--- config.mk ---
export PLATFORM = sky130hd
export DESIGN_NAME = tag_error_detector
export DESIGN_NICKNAME = d
export VERILOG_FILES = /design/src/rtl/tagdet_pkg.sv /design/src/rtl/tagdet_period.sv /design/src/rtl/tagdet_phase.sv /design/src/rtl/tag_error_detector.sv
export SDC_FILE = /design/constraint.sdc
export NUM_CORES = 1
export LEC_CHECK = 0
export CAP_MARGIN = 20
export CORE_ASPECT_RATIO = 0.6
export CORE_MARGIN = 5
export CORE_UTILIZATION = 50
export CTS_BUF_LIST = sky130_fd_sc_hd__clkbuf_4 sky130_fd_sc_hd__clkbuf_8 sky130_fd_sc_hd__clkbuf_16
export CTS_CLUSTER_SIZE = 40
export DETAILED_ROUTE_END_ITERATION = 8
export PLACE_DENSITY = 0.79
export SETUP_SLACK_MARGIN = 0.5
export SLEW_MARGIN = 20
export SYNTH_ARGS = -nofsm -noshare
export SYNTH_HDL_FRONTEND = slang
export SYNTH_SLANG_ARGS = --single-unit
export TNS_END_PERCENT = 10
--- constraint.sdc ---
create_clock -name clk -period 5.3 [get_ports clk]
set_input_delay 0.795 -clock clk [delete_from_list [all_inputs] [get_ports clk]]
set_output_delay 0.795 -clock clk [all_outputs]
set_load 0.005 [all_outputs]
--- src/rtl/tagdet_pkg.sv ---
// Package: shared sizing constants for the beat-tag error detector.
// Assumes the beat period is a power of two counts.
package tagdet_pkg;
    localparam int TAG_W_DEF     = 32;  // tag counter width
    localparam int BEAT_LOG2_DEF = 14;  // beat period = 2**BEAT_LOG2 counts
endpackage

--- src/rtl/tagdet_period.sv ---
// Module: tagdet_period
// Tracks successive recovered-clock tags and emits the deviation of each
// interval from the nominal beat period. The first tag after reset only
// seeds the stored tag. Assumes tag_stb is a single-cycle strobe.
module tagdet_period #(
    parameter int TAG_W     = tagdet_pkg::TAG_W_DEF,
    parameter int BEAT_LOG2 = tagdet_pkg::BEAT_LOG2_DEF
) (
    input  logic             clk,
    input  logic             rst_n,
    input  logic             tag_stb,
    input  logic [TAG_W-1:0] tag,
    output logic [TAG_W-1:0] err,
    output logic             err_vld
);
    localparam logic [TAG_W-1:0] BEAT = {{(TAG_W-1){1'b0}}, 1'b1} << BEAT_LOG2;

    logic             first_q;
    logic [TAG_W-1:0] held_q;

    // Purpose: hold latest tag and produce a registered period error.
    always_ff @(posedge clk) begin
        if (!rst_n) begin
            first_q <= 1'b1;
            held_q  <= '0;
            err     <= '0;
            err_vld <= 1'b0;
        end else begin
            err_vld <= 1'b0;
            if (tag_stb) begin
                held_q  <= tag;
                first_q <= 1'b0;
                if (!first_q) begin
                    err_vld <= 1'b1;
                    err     <= BEAT - (tag - held_q);
                end
            end
        end
    end

    // a seeding tag must not produce a result
    assert_first_silent_R2: assert property (@(posedge clk) disable iff (!rst_n)
        (tag_stb && first_q) |=> !err_vld);

    // a result only follows a strobe
    assert_vld_after_stb_R3: assert property (@(posedge clk) disable iff (!rst_n)
        err_vld |-> $past(tag_stb));
endmodule

--- src/rtl/tagdet_phase.sv ---
// Module: tagdet_phase
// Pairs the most recent tag of each stream. Once both have arrived since
// the last result, it emits their difference folded into one beat period
// and centred on zero. Assumes single-cycle strobes.
module tagdet_phase #(
    parameter int TAG_W     = tagdet_pkg::TAG_W_DEF,
    parameter int BEAT_LOG2 = tagdet_pkg::BEAT_LOG2_DEF
) (
    input  logic             clk,
    input  logic             rst_n,
    input  logic             rx_stb,
    input  logic [TAG_W-1:0] rx_tag,
    input  logic             osc_stb,
    input  logic [TAG_W-1:0] osc_tag,
    output logic [TAG_W-1:0] err,
    output logic             err_vld
);
    localparam logic [TAG_W-1:0] BEAT = {{(TAG_W-1){1'b0}}, 1'b1} << BEAT_LOG2;
    localparam logic [TAG_W-1:0] HALF = BEAT >> 1;
    localparam logic [TAG_W-1:0] MASK = BEAT - 1'b1;

    logic             rx_rdy_q, osc_rdy_q;
    logic [TAG_W-1:0] rx_q, osc_q;
    logic [TAG_W-1:0] diff, folded, centred;
    logic             fire;

    // Purpose: fold the wrapped tag difference into a signed half-period range.
    always_comb begin
        diff    = osc_q - rx_q;
        folded  = diff & MASK;
        centred = (folded > HALF) ? (folded - BEAT) : folded;
        fire    = rx_rdy_q && osc_rdy_q;
    end

    // Purpose: capture tags, track arrivals, register the phase result.
    always_ff @(posedge clk) begin
        if (!rst_n) begin
            rx_q      <= '0;
            osc_q     <= '0;
            rx_rdy_q  <= 1'b0;
            osc_rdy_q <= 1'b0;
            err       <= '0;
            err_vld   <= 1'b0;
        end else begin
            err_vld   <= fire;
            if (fire) err <= centred;
            rx_rdy_q  <= rx_stb  || (rx_rdy_q  && !fire);
            osc_rdy_q <= osc_stb || (osc_rdy_q && !fire);
            if (rx_stb)  rx_q  <= rx_tag;
            if (osc_stb) osc_q <= osc_tag;
        end
    end

    // a result needs both arrivals in the previous cycle
    assert_pair_needed_R5: assert property (@(posedge clk) disable iff (!rst_n)
        err_vld |-> $past(rx_rdy_q && osc_rdy_q));

    // result lies in (-HALF, HALF]
    assert_range_R6: assert property (@(posedge clk) disable iff (!rst_n)
        err_vld |-> (($signed(err) <= $signed(HALF)) && ($signed(err) > -$signed(HALF))));

    // both flags drop together after a result when nothing new arrives
    assert_flags_clear_R7: assert property (@(posedge clk) disable iff (!rst_n)
        (rx_rdy_q && osc_rdy_q && !rx_stb && !osc_stb) |=> (!rx_rdy_q && !osc_rdy_q));
endmodule

--- src/rtl/tag_error_detector.sv ---
// Module: tag_error_detector (top)
// Converts recovered-clock and main-oscillator beat tags into a period error
// (helper loop) and a phase error (main loop), each with a one-cycle valid.
// Assumes tags are free-running counters wrapping at TAG_W bits.
module tag_error_detector #(
    parameter int TAG_W     = tagdet_pkg::TAG_W_DEF,
    parameter int BEAT_LOG2 = tagdet_pkg::BEAT_LOG2_DEF
) (
    input  logic             clk,
    input  logic             rst_n,
    input  logic             rx_tag_stb,
    input  logic [TAG_W-1:0] rx_tag,
    input  logic             osc_tag_stb,
    input  logic [TAG_W-1:0] osc_tag,
    output logic [TAG_W-1:0] period_err,
    output logic             period_vld,
    output logic [TAG_W-1:0] phase_err,
    output logic             phase_vld
);
    tagdet_period #(.TAG_W(TAG_W), .BEAT_LOG2(BEAT_LOG2)) u_period (
        .clk(clk), .rst_n(rst_n),
        .tag_stb(rx_tag_stb), .tag(rx_tag),
        .err(period_err), .err_vld(period_vld)
    );

    tagdet_phase #(.TAG_W(TAG_W), .BEAT_LOG2(BEAT_LOG2)) u_phase (
        .clk(clk), .rst_n(rst_n),
        .rx_stb(rx_tag_stb), .rx_tag(rx_tag),
        .osc_stb(osc_tag_stb), .osc_tag(osc_tag),
        .err(phase_err), .err_vld(phase_vld)
    );

    // outputs quiet in the cycle after a reset edge
    assert_reset_quiet_R1: assert property (@(posedge clk)
        !rst_n |=> (!period_vld && !phase_vld && period_err == '0 && phase_err == '0));
endmodule

Yosys cells after proc, flatten, opt, wreduce, memory -nomap -nowiden. Index checks and enable logic that the tools add are counted. W data, S select, Z words.

Add/sub/neg operators: 4. Order comparisons: 1. Muxes and demuxes: 2. Bitwise logic cells: 1. Reductions and logical operators: 8.

Operator list (count): $mux W32 (1); $sub A15 B32 Y32 const A (1); $sub A32 B32 Y32 (1); $sub A14 B15 Y16 const B (1); $gt A14 B14 Y1 const B (1); $sub A14 B14 Y14 (1); $reduce_and A2 Y1 (2); $logic_and A1 B1 Y1 (3); $logic_or A1 B1 Y1 (2); $logic_not A1 Y1 (1); $mux W1 (1); $not A1 Y1 (1).

Register bits after elaboration: 115. Output and inout port bits: 66. Logic and storage cells: 25.

Longest topological paths before layout. Gate-level depths: netlist of run 1.

Depth after elaboration: 4. Mapped depth: 13. Mapped depth without buffers: 13.

Hierarchy. A second synthesis of run 1 with hierarchy kept.

Cell total of the unflattened synthesis: 801. Area total of the unflattened synthesis: 7075.5 um^2.

Modules (own cells, without submodules): tagdet_period (times used 1, cells an instance 527, area each 4541.9 um^2); tagdet_phase (times used 1, cells an instance 274, area each 2533.7 um^2).

Worst setup path after synthesis of run 1. OpenSTA, ideal clock, no wires.

Path kind: in2reg. From: in rx_tag[1]. To: reg u_period.err[27]. Arrival time: 3.326 ns. Required time: 5.180 ns. Path slack: 1.855 ns. Cell stages on the path: 12. Buffers on the path: 0. Cells stage by stage: inv_1 ha_1 ha_1 fa_1 a211oi_1 nor2_1 o21ai_1 o41ai_2 o31ai_1 o31a_1 nor4_1 a211o_1.

Longest elaborated chain between the ends: 2.

RTL lines: start, declared (line tag_error_detector.sv:12) `input logic [TAG_W-1:0] rx_tag,`; $sub A32 B32 Y32 (line tagdet_period.sv:35) `err <= BEAT - (tag - held_q);`; $sub A15 B32 Y32 (line tagdet_period.sv:35); end signal, assigned (line tagdet_period.sv:35); end, declared (line tagdet_period.sv:13) `output logic [TAG_W-1:0] err,`.

No other way between the ends. A chain may end at the register's enable or synchronous reset.

Worst setup path in the final report of run 1. Ends and elaborated chain as after synthesis.

==> metrics, run 1 <==
Combinational Power Share 26.3%; PortBufs 115; Main synth FF type dfxtp_1; Pint about 1.5 mW; Ports around 130; Clock Power Share between 30% and 40%; final setup vio count 0; initial DRC count 324; Post-Syn Nets 876; initial antenna violation count 0; status completed; global placer's final weighted congestion 0.905; Post-CTS Resized 0; total power roughly 2.1 mW; measured slew at the worst slew-check pin 0.977 ns; Max Cap Violations 0; final instance area roughly 0.0077 mm2; initial core utilization 51.2%; Worst Setup Start Kind input port; Die Y 96.1 um; CTS Root Buffer Type clkbuf_16; power density over the cells 278 mW/mm2; peak supply drop between 0.15 and 0.2 mV; RSZ-0062 raised after global routing no; post-CTS setup buffers 0; CTS Buffer Depth 2; clk_lat worst skew 0.35 ns; Critical Path RT 5.54 ns; die area 0.0148 mm2; total number of vias 5459; Via density 5.54; register share of total power a little under two fifths; Final Critical Period 4.24 ns; Switching Share 29.0%; core area about 0.012 mm2; crit share post-route 80.1%; n_diodes 0; synthesized area 0.00618 mm2; fin. max-slew vios 0; total track usage 21.2%; drt drc 0; first-pass GRT wire length 25.6 mm; Net Switching 618 uW; Synth Warn # 0; critical path type input port to flip-flop; hpwl dp 12.2 mm; worst min-delay path class flip-flop to flip-flop; Die X 154 um; Clock H-tree levels 3; number of synthesized flops with an enable pin 0; drt first pass iters 5; f_max 236 MHz; crit end category flip-flop; Reg clk slew, reported paths 0.07 ns; worst clock skew 0.00888 ns; synth unique cells 57; layout cells sized above 1 4.02%; CTS Hold Bufs 0; nets@finish 959; CP Data Arrival Time 4.48 ns; FF+latch count, synth 98; GRT overflow 0; Rows 31; CTS tree built; largest net degree at the start of global routing 48; Crit Path Max Fanout 4; syn avg cell area 8.45 um2; vias in the first global route a little over 5k; Fin. Hold Viols 0; total CTS buffers 9; Synth Instances roughly 730; clock sink total 98; Leakage about 3.5 nW; synth-to-layout area growth 24.0%; final WL 15.8 mm; wire per inst 16.0 um; Cell Area, Placed 0.00732 mm2; relative slew slack 34.7%; sequential-to-total area share from yosys stat 31.7%; post-synthesis async set-or-reset flop share 0%; Final ANT Viol Nets 0; total negative slack 0 ns
critical path, cell delays in order:
cell and delay (ns):
clkdlybuf4s50_1 0.48, inv_1 0.05, ha_1 0.29, ha_1 0.25, fa_1 0.43, a211oi_1 0.28
nor2_1 0.12, o21ai_1 0.32, o41ai_2 0.16, o31ai_1 0.64, o31a_1 0.34, nor4_1 0.07
a211o_1 0.25
per-stage QoR:
step           hold slack (ns)  util, %  instances  setup WS (ns)
2_1_floorplan            0.448        -        732           1.85
3_3_place_gp             0.442     60.7        969          0.891
3_5_place_dp             0.448     60.7        969          0.831
4_1_cts                  0.457     63.5        985           1.16
5_1_grt                  0.480     63.5        985          0.980
6_report                 0.453     63.5        985           1.06
path summary, 6_finish.rpt:
kind,slack [ns],cells past startpoint,to,start
worst min register to register,0.45,2,u_period.err[1],u_period.err[1]
worst max register to register,1.72,11,u_period.err[27],u_period.held_q[1]
worst min-delay path,0.45,2,u_period.err[1],u_period.err[1]
worst max-delay path,1.06,13,u_period.err[27],rx_tag[1]
kinds of logic (layout without fill, tap and decap cells):
group / Yosys count / count (layout) / share of synthesized area, %
flip-flops: 98 / 98 / 31.7
multiplexers: 48 / 48 / 7.77
AND/OR/NAND/NOR: 192 / 192 / 13.6
adder cells (fa/ha/maj): 76 / 76 / 15.6
XOR/XNOR: 35 / 35 / 4.96
buffers and inverters: 112 / 200 / 8.03
AO/OA/AOI/OAI: 171 / 171 / 18.3
cell type report:
cell class                      count  area, um2
Clock buffer                       10        233
Clock inverter                      6        114
Fill cell                        1008       4400
Inverter                           64        240
Multi-Input combinational cell    522       3730
Sequential cell                    98       1960
Tap cell                          165        206
Timing Repair Buffer              120       1180
cells in the final DEF (no fill, tap or decap), types with 6 or more instances in the layout:
master           netlist  routed
clkdlybuf4s50_1        0     114
dfxtp_1               98      98
nor2_1                82      82
ha_1                  74      74
inv_1                 64      63
nand2_1               58      58
a21oi_1               58      58
mux2i_1               48      48
xnor2_1               24      24
o21ai_0               20      20
a211oi_1              17      17
a21o_1                14      14
xor2_1                11      11
nand3_1               10      10
o21ai_1                9       9
clkbuf_16              0       9
o21bai_1               8       8
a31oi_1                8       8
nand4_1                8       8
nand2b_1               7       7
and3_1                 6       6
power by group through the flow:
stage / registers [mW] / logic (mW) / clock network, mW
after detailed placement: 0.829 / 0.552 / 0
after global placement: 0.826 / 0.539 / 0
final: 0.812 / 0.561 / 0.758
after floorplan: 0.823 / 0.374 / 0
after CTS: 0.812 / 0.558 / 0.774
after global routing: 0.818 / 0.623 / 0.798
per-layer routing:
metal | up-vias | share of wire [%] | global-route usage [%] | wire [um]
li1 | 2688 | - | - | -
met1 | 2563 | 49 | 30.0 | 7770
met2 | 197 | 41 | 32.6 | 6520
met3 | 11 | 8.7 | 5.62 | 1370
met4 | 0 | 0.78 | 4.85 | 123
met5 | - | 0 | 0 | 0
cell usage after synthesis (4+ instances only):
| cell type | count | area [um2] |
|---|---|---|
| dfxtp_1 | 98 | 1960 |
| nor2_1 | 82 | 308 |
| ha_1 | 74 | 926 |
| inv_1 | 64 | 240 |
| a21oi_1 | 58 | 290 |
| nand2_1 | 58 | 218 |
| mux2i_1 | 48 | 480 |
| xnor2_1 | 24 | 210 |
| clkbuf_1 | 23 | 86.3 |
| buf_4 | 20 | 150 |
| o21ai_0 | 20 | 100 |
| a211oi_1 | 17 | 128 |
| a21o_1 | 14 | 105 |
| xor2_1 | 11 | 96.3 |
| nand3_1 | 10 | 50.1 |
| o21ai_1 | 9 | 45.0 |
| a31oi_1 | 8 | 50.1 |
| nand4_1 | 8 | 50.1 |
| o21bai_1 | 8 | 60.1 |
| nand2b_1 | 7 | 43.8 |
| and3_1 | 6 | 37.5 |
| a211o_1 | 5 | 43.8 |
| nor3_1 | 5 | 25.0 |
| o31ai_1 | 5 | 37.5 |
| buf_1 | 4 | 15.0 |
| nor2b_1 | 4 | 25.0 |
sequential cells by signal, indices dropped and copies added, names as in the netlist:
signal and count:
u_period.err 32, u_period.err_vld 1, u_period.first_q 1, u_period.held_q 32
u_phase.err 15, u_phase.err_vld 1, u_phase.osc_q 14, u_phase.osc_rdy_q 1
u_phase.rx_rdy_q 1
Note: power is estimated with default switching activity, not from simulation.
==> run 2: changes to the inputs <==
--- a/config.mk
+++ b/config.mk
@@ -8,11 +8,11 @@
 export CAP_MARGIN = 20
 export CORE_ASPECT_RATIO = 0.6
 export CORE_MARGIN = 5
-export CORE_UTILIZATION = 50
+export CORE_UTILIZATION = 47
 export CTS_BUF_LIST = sky130_fd_sc_hd__clkbuf_4 sky130_fd_sc_hd__clkbuf_8 sky130_fd_sc_hd__clkbuf_16
 export CTS_CLUSTER_SIZE = 40
 export DETAILED_ROUTE_END_ITERATION = 8
-export PLACE_DENSITY = 0.79
+export PLACE_DENSITY = 0.78
 export SETUP_SLACK_MARGIN = 0.5
 export SLEW_MARGIN = 20
 export SYNTH_ARGS = -nofsm -noshare
==> constraint.sdc (replaced) <==
create_clock -name clk -period 3.77 [get_ports clk]
set_input_delay 0.5655 -clock clk [delete_from_list [all_inputs] [get_ports clk]]
set_output_delay 0.5655 -clock clk [all_outputs]
set_load 0.005 [all_outputs]
==> run 2 against run 1 <==
  * Core utilization rose by 1.3 points
  * Cell count rose by 4.8%
  * Combinational power rose by 66%
  * Clock skew rose by 0.0028 ns
  * Cell area rose by 8.7%
  * Global-route usage fell by 1.3 points
  * Via count rose by 0.95%
  * Hold slack improved by 0.0027 ns
  * Clock power rose by 17%
  * First-iteration DRC count rose by 5.6%
  * Routed wire length rose by 4.8%
  * Critical endpoint is now u_period.err[24]
  * Largest power group unchanged
==> metrics, run 2 (synthesized netlist as in run 1, its figures left out) <==
Max Cap Violations 0 (unchanged); Die X 158 um (was 154 um); biggest regs u_period.err (32), u_period.held_q (32), u_phase.err (15) (unchanged); most frequent cells in the layout clkdlybuf4s50_1, dfxtp_1, nor2_1 (unchanged); WL met3 1.33 mm (was 1.37 mm); power density over the cells 355 mW/mm2 (was 278 mW/mm2); PortBufs 115 (unchanged); total negative slack 0 ns (unchanged); total CTS buffers 9 (unchanged); clock sink total 98 (unchanged); FF-to-FF End u_period.err[27] (unchanged); Leakage 3.76 nW (was 3.46 nW); Fillers 1070 (was 1008); final WL 16.5 mm (was 15.8 mm); layout cells sized above 1 13.8% (was 4.02%); most common cell after layout, fill and taps aside clkdlybuf4s50_1 (unchanged); peak supply drop 0.205 mV (was 0.197 mV); drt drc 0 (unchanged); RSZ-0062 raised after global routing yes (was no); fin. max-slew vios 0 (unchanged); Reg clk slew, reported paths 0.07 ns (about the same); worst min-delay path class flip-flop to flip-flop (unchanged); relative slew slack 39.7% (was 34.7%); r2r worst-path depth 12 (was 11); status completed (unchanged); die area 0.0156 mm2 (was 0.0148 mm2); Final ANT Viol Nets 0 (unchanged); met1 WL 8.47 mm (was 7.77 mm); vias in the first global route 5125 (was 5131); largest net degree at the start of global routing 49 (was 48); wire per inst 16.0 um (about the same); Die Y 98.8 um (was 96.1 um); WHS Path Cells 2 (unchanged); CP Data Arrival Time 3.44 ns (was 4.48 ns); Critical Path RT 4.02 ns (was 5.54 ns); Rows 32 (was 31); CTS Root Buffer Type clkbuf_16 (unchanged); GRT overflow 0 (unchanged); Clock H-tree levels 3 (unchanged); final instance area 0.00834 mm2 (was 0.00766 mm2); Final Critical Period 3.20 ns; initial DRC count 342 (was 324); Final Hold Slack 0.456 ns (was 0.453 ns); R2R Setup Slk 0.74 ns (was 1.72 ns); measured slew at the worst slew-check pin 0.901 ns (was 0.977 ns); Met2 Wirelength 6.60 mm (was 6.52 mm); initial core utilization 48.1% (was 51.2%); clk_lat worst skew 0.35 ns (about the same); critical path type input port to flip-flop (unchanged); first-pass GRT wire length 25.4 mm (was 25.6 mm); hpwl dp 11.9 mm (was 12.2 mm); worst clock skew 0.0117 ns (was 0.00888 ns); crit share post-route 84.8%; total number of vias 5511 (was 5459); CTS tree built (unchanged); Hold Startpoint u_phase.err[8] (was u_period.err[1]); uppermost layer routed met4 (unchanged); n_diodes 0 (unchanged); Cell Area, Placed 0.00752 mm2 (was 0.00732 mm2); nets@finish 1001 (was 959); crit end category flip-flop (unchanged); Ports 134 (unchanged); Worst Setup Start Kind input port (unchanged); initial antenna violation count 0 (unchanged); f_max 313 MHz; Via density 5.34 (was 5.54); Fin. Hold Viols 0 (unchanged); drt first pass iters 5 (unchanged); Crit Path Max Fanout 5 (was 4); fin util 64.9% (was 63.5%); Hold Path Sink u_phase.err[8] (was u_period.err[1]); CTS Hold Bufs 0 (unchanged); CTS Buffer Depth 2 (unchanged); total power 2.96 mW (was 2.13 mW); core area 0.0129 mm2 (was 0.0121 mm2); synth-to-layout area growth 34.8% (was 24.0%); reg2reg start u_period.held_q[1] (unchanged); total track usage 20.0% (was 21.2%); final setup vio count 0 (unchanged); global placer's final weighted congestion 0.934 (was 0.905)
## run 2: cell types whose count changed in the layout (fill, tap and decap cells not counted), sizes merged
cell | before | now
buf | 6 | 48
bufinv | 3 | 0
clkbuf | 10 | 11
clkdlybuf4s15 | 0 | 1
clkdlybuf4s50 | 114 | 103
clkinv | 0 | 2
dlygate4sd2 | 0 | 1
dlymetal6s2s | 0 | 8
inv | 65 | 66
## run 2: cell type report
type	count	area, um2	area share, %
clock inverters	6	48.8	0.585
inverters	64	240	2.88
well taps	170	213	2.55
flip-flops and latches	98	1960	23.5
clock buffers	10	239	2.87
repair buffers	162	1520	18.2
multi-input cells	522	4120	49.4
## run 2: through the flow
step,cells,worst slack (ns)
finish,1032,0.574
global route,1032,0.486
CTS,1027,0.482
detailed placement,1000,-0.120
global placement,1000,-0.0353
floorplan,732,0.554
## run 2: routing by layer
metal | vias to the layer above | track usage, %
li1 | 2778 | -
met5 | - | 0
met4 | 0 | 3.67
met2 | 199 | 28.4
met3 | 27 | 5.22
met1 | 2507 | 30.5
## run 2: how the worst max path moves through the flow
stage	start	slack [ns]	end	cells past startpoint
global route	rx_tag[5]	0.49	u_period.err[24]	14
global placement	rx_tag[1]	-0.04	u_period.err[31]	14
finish	rx_tag[5]	0.57	u_period.err[24]	14
detailed placement	rx_tag[1]	-0.12	u_period.err[27]	14
floorplan	rx_tag[1]	0.55	u_period.err[27]	12
CTS	rx_tag[12]	0.48	u_period.err[28]	13
## run 2: worst max-delay path, cell delays in order
cell and delay, ns:
clkdlybuf4s50_1 0.49, inv_1 0.08, ha_4 0.25, ha_4 0.26, buf_4 0.11, nor2_1 0.06, or4_4 0.42, o211a_1 0.25
a21oi_4 0.17, a311oi_4 0.11, buf_6 0.16, nor2_4 0.16, nand3_2 0.10, o311ai_2 0.27
## run 2: report_power, final
group	leakage, nW	switching [mW]	internal [mW]
clock network	0.137	0.415	0.473
logic	2.82	0.469	0.462
registers	0.805	0.0442	1.10
total	3.76	0.928	2.03
## run 2: repair_timing
| action | CTS | global route |
|---|---|---|
| endpoints found under the setup margin | 14 | 17 |
| setup buffers | 11 | 5 |
| gates cloned | 0 | 0 |
| pin swaps | 11 | 25 |
| resized for setup | 18 | 50 |
==> run 3: changes to the inputs <==
==> constraint.sdc (replaced) <==
create_clock -name clk -period 2.7 [get_ports clk]
set_input_delay 0.405 -clock clk [delete_from_list [all_inputs] [get_ports clk]]
set_output_delay 0.405 -clock clk [all_outputs]
set_load 0.005 [all_outputs]
==> run 3 against run 2 <==
  * Clock skew down 0.0030 ns
  * Die area unchanged
  * Largest cell class unchanged
  * Critical path depth down 2
  * Clock-buffer cell count unchanged
  * The run now ends with negative setup slack left
  * Register-to-register slack worse by 0.94 ns
  * Non-clock buffer count up 79
  * Core utilization up 8.3 points
  * Critical path type is now flip-flop to flip-flop
==> metrics, run 3 (synthesized netlist as in run 1, its figures left out) <==
GRT overflow 0 (unchanged); Crit Path Max Fanout 3 (was 5); die area 0.0156 mm2 (unchanged); core area 0.0129 mm2 (unchanged); Hold Startpoint rx_tag[4] (was u_phase.err[8]); worst min-delay path class input port to flip-flop (was flip-flop to flip-flop); Final ANT Viol Nets 0 (unchanged); crit end category flip-flop (unchanged); layout cells sized above 1 29.8% (was 13.8%); Leakage 4.19 nW (was 3.76 nW); CTS Root Buffer Type clkbuf_16 (unchanged); met3 Use GR 6.06% (was 5.22%); measured slew at the worst slew-check pin 0.912 ns (was 0.901 ns); vias in the first global route 5898 (was 5125); Cell Chain, Critical Path ha_4, ha_4, fa_2, a211oi_4, nor2_2, o21ai_2, o41ai_4, buf_4, o31ai_4, o31a_1, nor4_1, a211o_1 (was clkdlybuf4s50_1, inv_1, ha_4, ha_4, buf_4, nor2_1, or4_4, o211a_1, a21oi_4, a311oi_4, buf_6, nor2_4, nand3_2, o311ai_2); n_diodes 0 (unchanged); largest net degree at the start of global routing 60 (was 49); Reg clk slew, reported paths 0.07 ns (about the same); Critical Path RT 2.94 ns (was 4.02 ns); Via density 5.34 (about the same); f_max about 350 MHz; Die Y 98.8 um (unchanged); initial DRC count 411 (was 342); synth-to-layout area growth 52.1% (was 34.8%); initial core utilization 48.1% (unchanged); clock sink total 98 (unchanged); peak supply drop 0.302 mV (was 0.205 mV); Ports 134 (unchanged); Rows 32 (unchanged); Max Cap Violations 0 (unchanged); reg2reg start u_period.held_q[1] (unchanged); total power 4.61 mW (was 2.96 mW); crit path launch u_period.held_q[1] (was rx_tag[5]); met2 GRT Util 34.1% (was 28.4%); most used cell, CP ha_4 (unchanged); CP Buf/Inv Count 1 (was 4); CP Data Arrival Time 3.13 ns (was 3.44 ns); Fin. Hold Viols 0 (unchanged); cell with the biggest individual delay on the critical path fa_2 (was clkdlybuf4s50_1); RSZ-0062 raised after global routing yes (unchanged); critical path type flip-flop to flip-flop (was input port to flip-flop); pre-CTS setup slack -0.775 ns (was -0.120 ns); fin. max-slew vios 0 (unchanged); CTS tree built (unchanged); clk_lat worst skew 0.35 ns (about the same); CP max stage delay 0.42 ns (was 0.49 ns); PortBufs 115 (unchanged); Clock H-tree levels 3 (unchanged); total number of vias 5923 (was 5511); final WL 18.5 mm (was 16.5 mm); relative slew slack 39.0% (was 39.7%); Final Hold Slack 0.341 ns (was 0.456 ns); Worst Setup Start Kind flip-flop (was input port); Final Critical Period 2.90 ns; most frequent cells in the layout buf_4, clkdlybuf4s50_1, dfxtp_1 (was clkdlybuf4s50_1, dfxtp_1, nor2_1); hpwl dp 13.4 mm (was 11.9 mm); global placer's final weighted congestion 0.956 (was 0.934); Die X 158 um (unchanged); CTS Buffer Depth 2 (unchanged); initial antenna violation count 0 (unchanged); biggest regs u_period.err (32), u_period.held_q (32), u_phase.err (15) (unchanged); nets@finish 1080 (was 1001); worst clock skew 0.00873 ns (was 0.0117 ns); failing checks negative setup slack; power density over the cells 491 mW/mm2 (was 355 mW/mm2); drt drc 0 (unchanged); final setup margin -0.196 ns (was 0.574 ns); met1 Use GR 35.6% (was 30.5%); family with the most delay on the worst path compound AO/OA/AOI/OAI gates (was buffers and inverters); total track usage 23.6% (was 20.0%); final setup vio count 7 (was 0); drt first pass iters 6 (was 5); wire per inst 16.7 um (was 16.0 um); status complete, but fails checks (was completed); CTS Hold Bufs 0 (unchanged); crit share post-route 107%; first-pass GRT wire length 29.8 mm (was 25.4 mm); gr busiest metal met1 (unchanged); most common cell after layout, fill and taps aside buf_4 (was clkdlybuf4s50_1); total CTS buffers 9 (unchanged)
==> run 3: cell types whose count changed in the layout (fill, tap and decap cells not counted), moves of 13 or more <==
cell / previous run / this run
ha_4: 22 / 37
ha_1: 52 / 37
dfxtp_1: 98 / 85
buf_4: 46 / 121
==> run 3: layer usage <==
layer  up-vias  routed length [um]  share of wire (%)
met1      2765                9410                 51
li1       2938                   -                  -
met4         0                 165               0.89
met5         -                   0                  0
met3        17                1440                7.8
met2       203                7480                 40
==> run 3: worst paths after layout <==
check | slack (ns) | end | depth (start not counted)
max reg2reg | -0.20 | u_period.err[27] | 12
min | 0.34 | u_period.held_q[4] | 3
min reg2reg | 0.46 | u_phase.err[1] | 2
max | -0.20 | u_period.err[27] | 12
==> run 3: tightest hold or removal path: stages <==
cell      delay (ns)
clkbuf_2        0.10
mux2i_1         0.07
nor2_1          0.07
==> run 3: final cells by class <==
type                       count  area [um2]
clock buffer                  10         239
clock inverter                 5        85.1
fill                         934        3450
inverter                      64         251
multi-input combinational    522        4540
sequential                    98        1980
tap                          170         213
timing repair buffer         241        2090
==> run 3: repair_timing <==
action / in CTS / in global routing
pin swaps: 80 / 59
endpoints found under the setup margin: 35 / 34
resized for setup: 109 / 50
buffers inserted: 5 / 4
==> run 3: where the power goes <==
part	leakage, nW	internal, mW	total [mW]	switching, mW
Combinational	3.22	0.823	1.59	0.765
Sequential	0.810	1.54	1.60	0.0646
Clock	0.156	0.840	1.43	0.586
Total	4.19	3.20	4.61	1.42
==> run 3: through the flow <==
step	instances	cell area [um2]	utilization (%)	setup TNS (ns)
finish	1110	9400	73.2	-0.970
global route	1110	9400	73.2	-1.77
CTS	1106	9200	71.5	-0.320
detailed placement	1086	8370	65.1	-13.49
global placement	1086	8370	65.1	-12.48
floorplan	732	6390	-	-0.0548
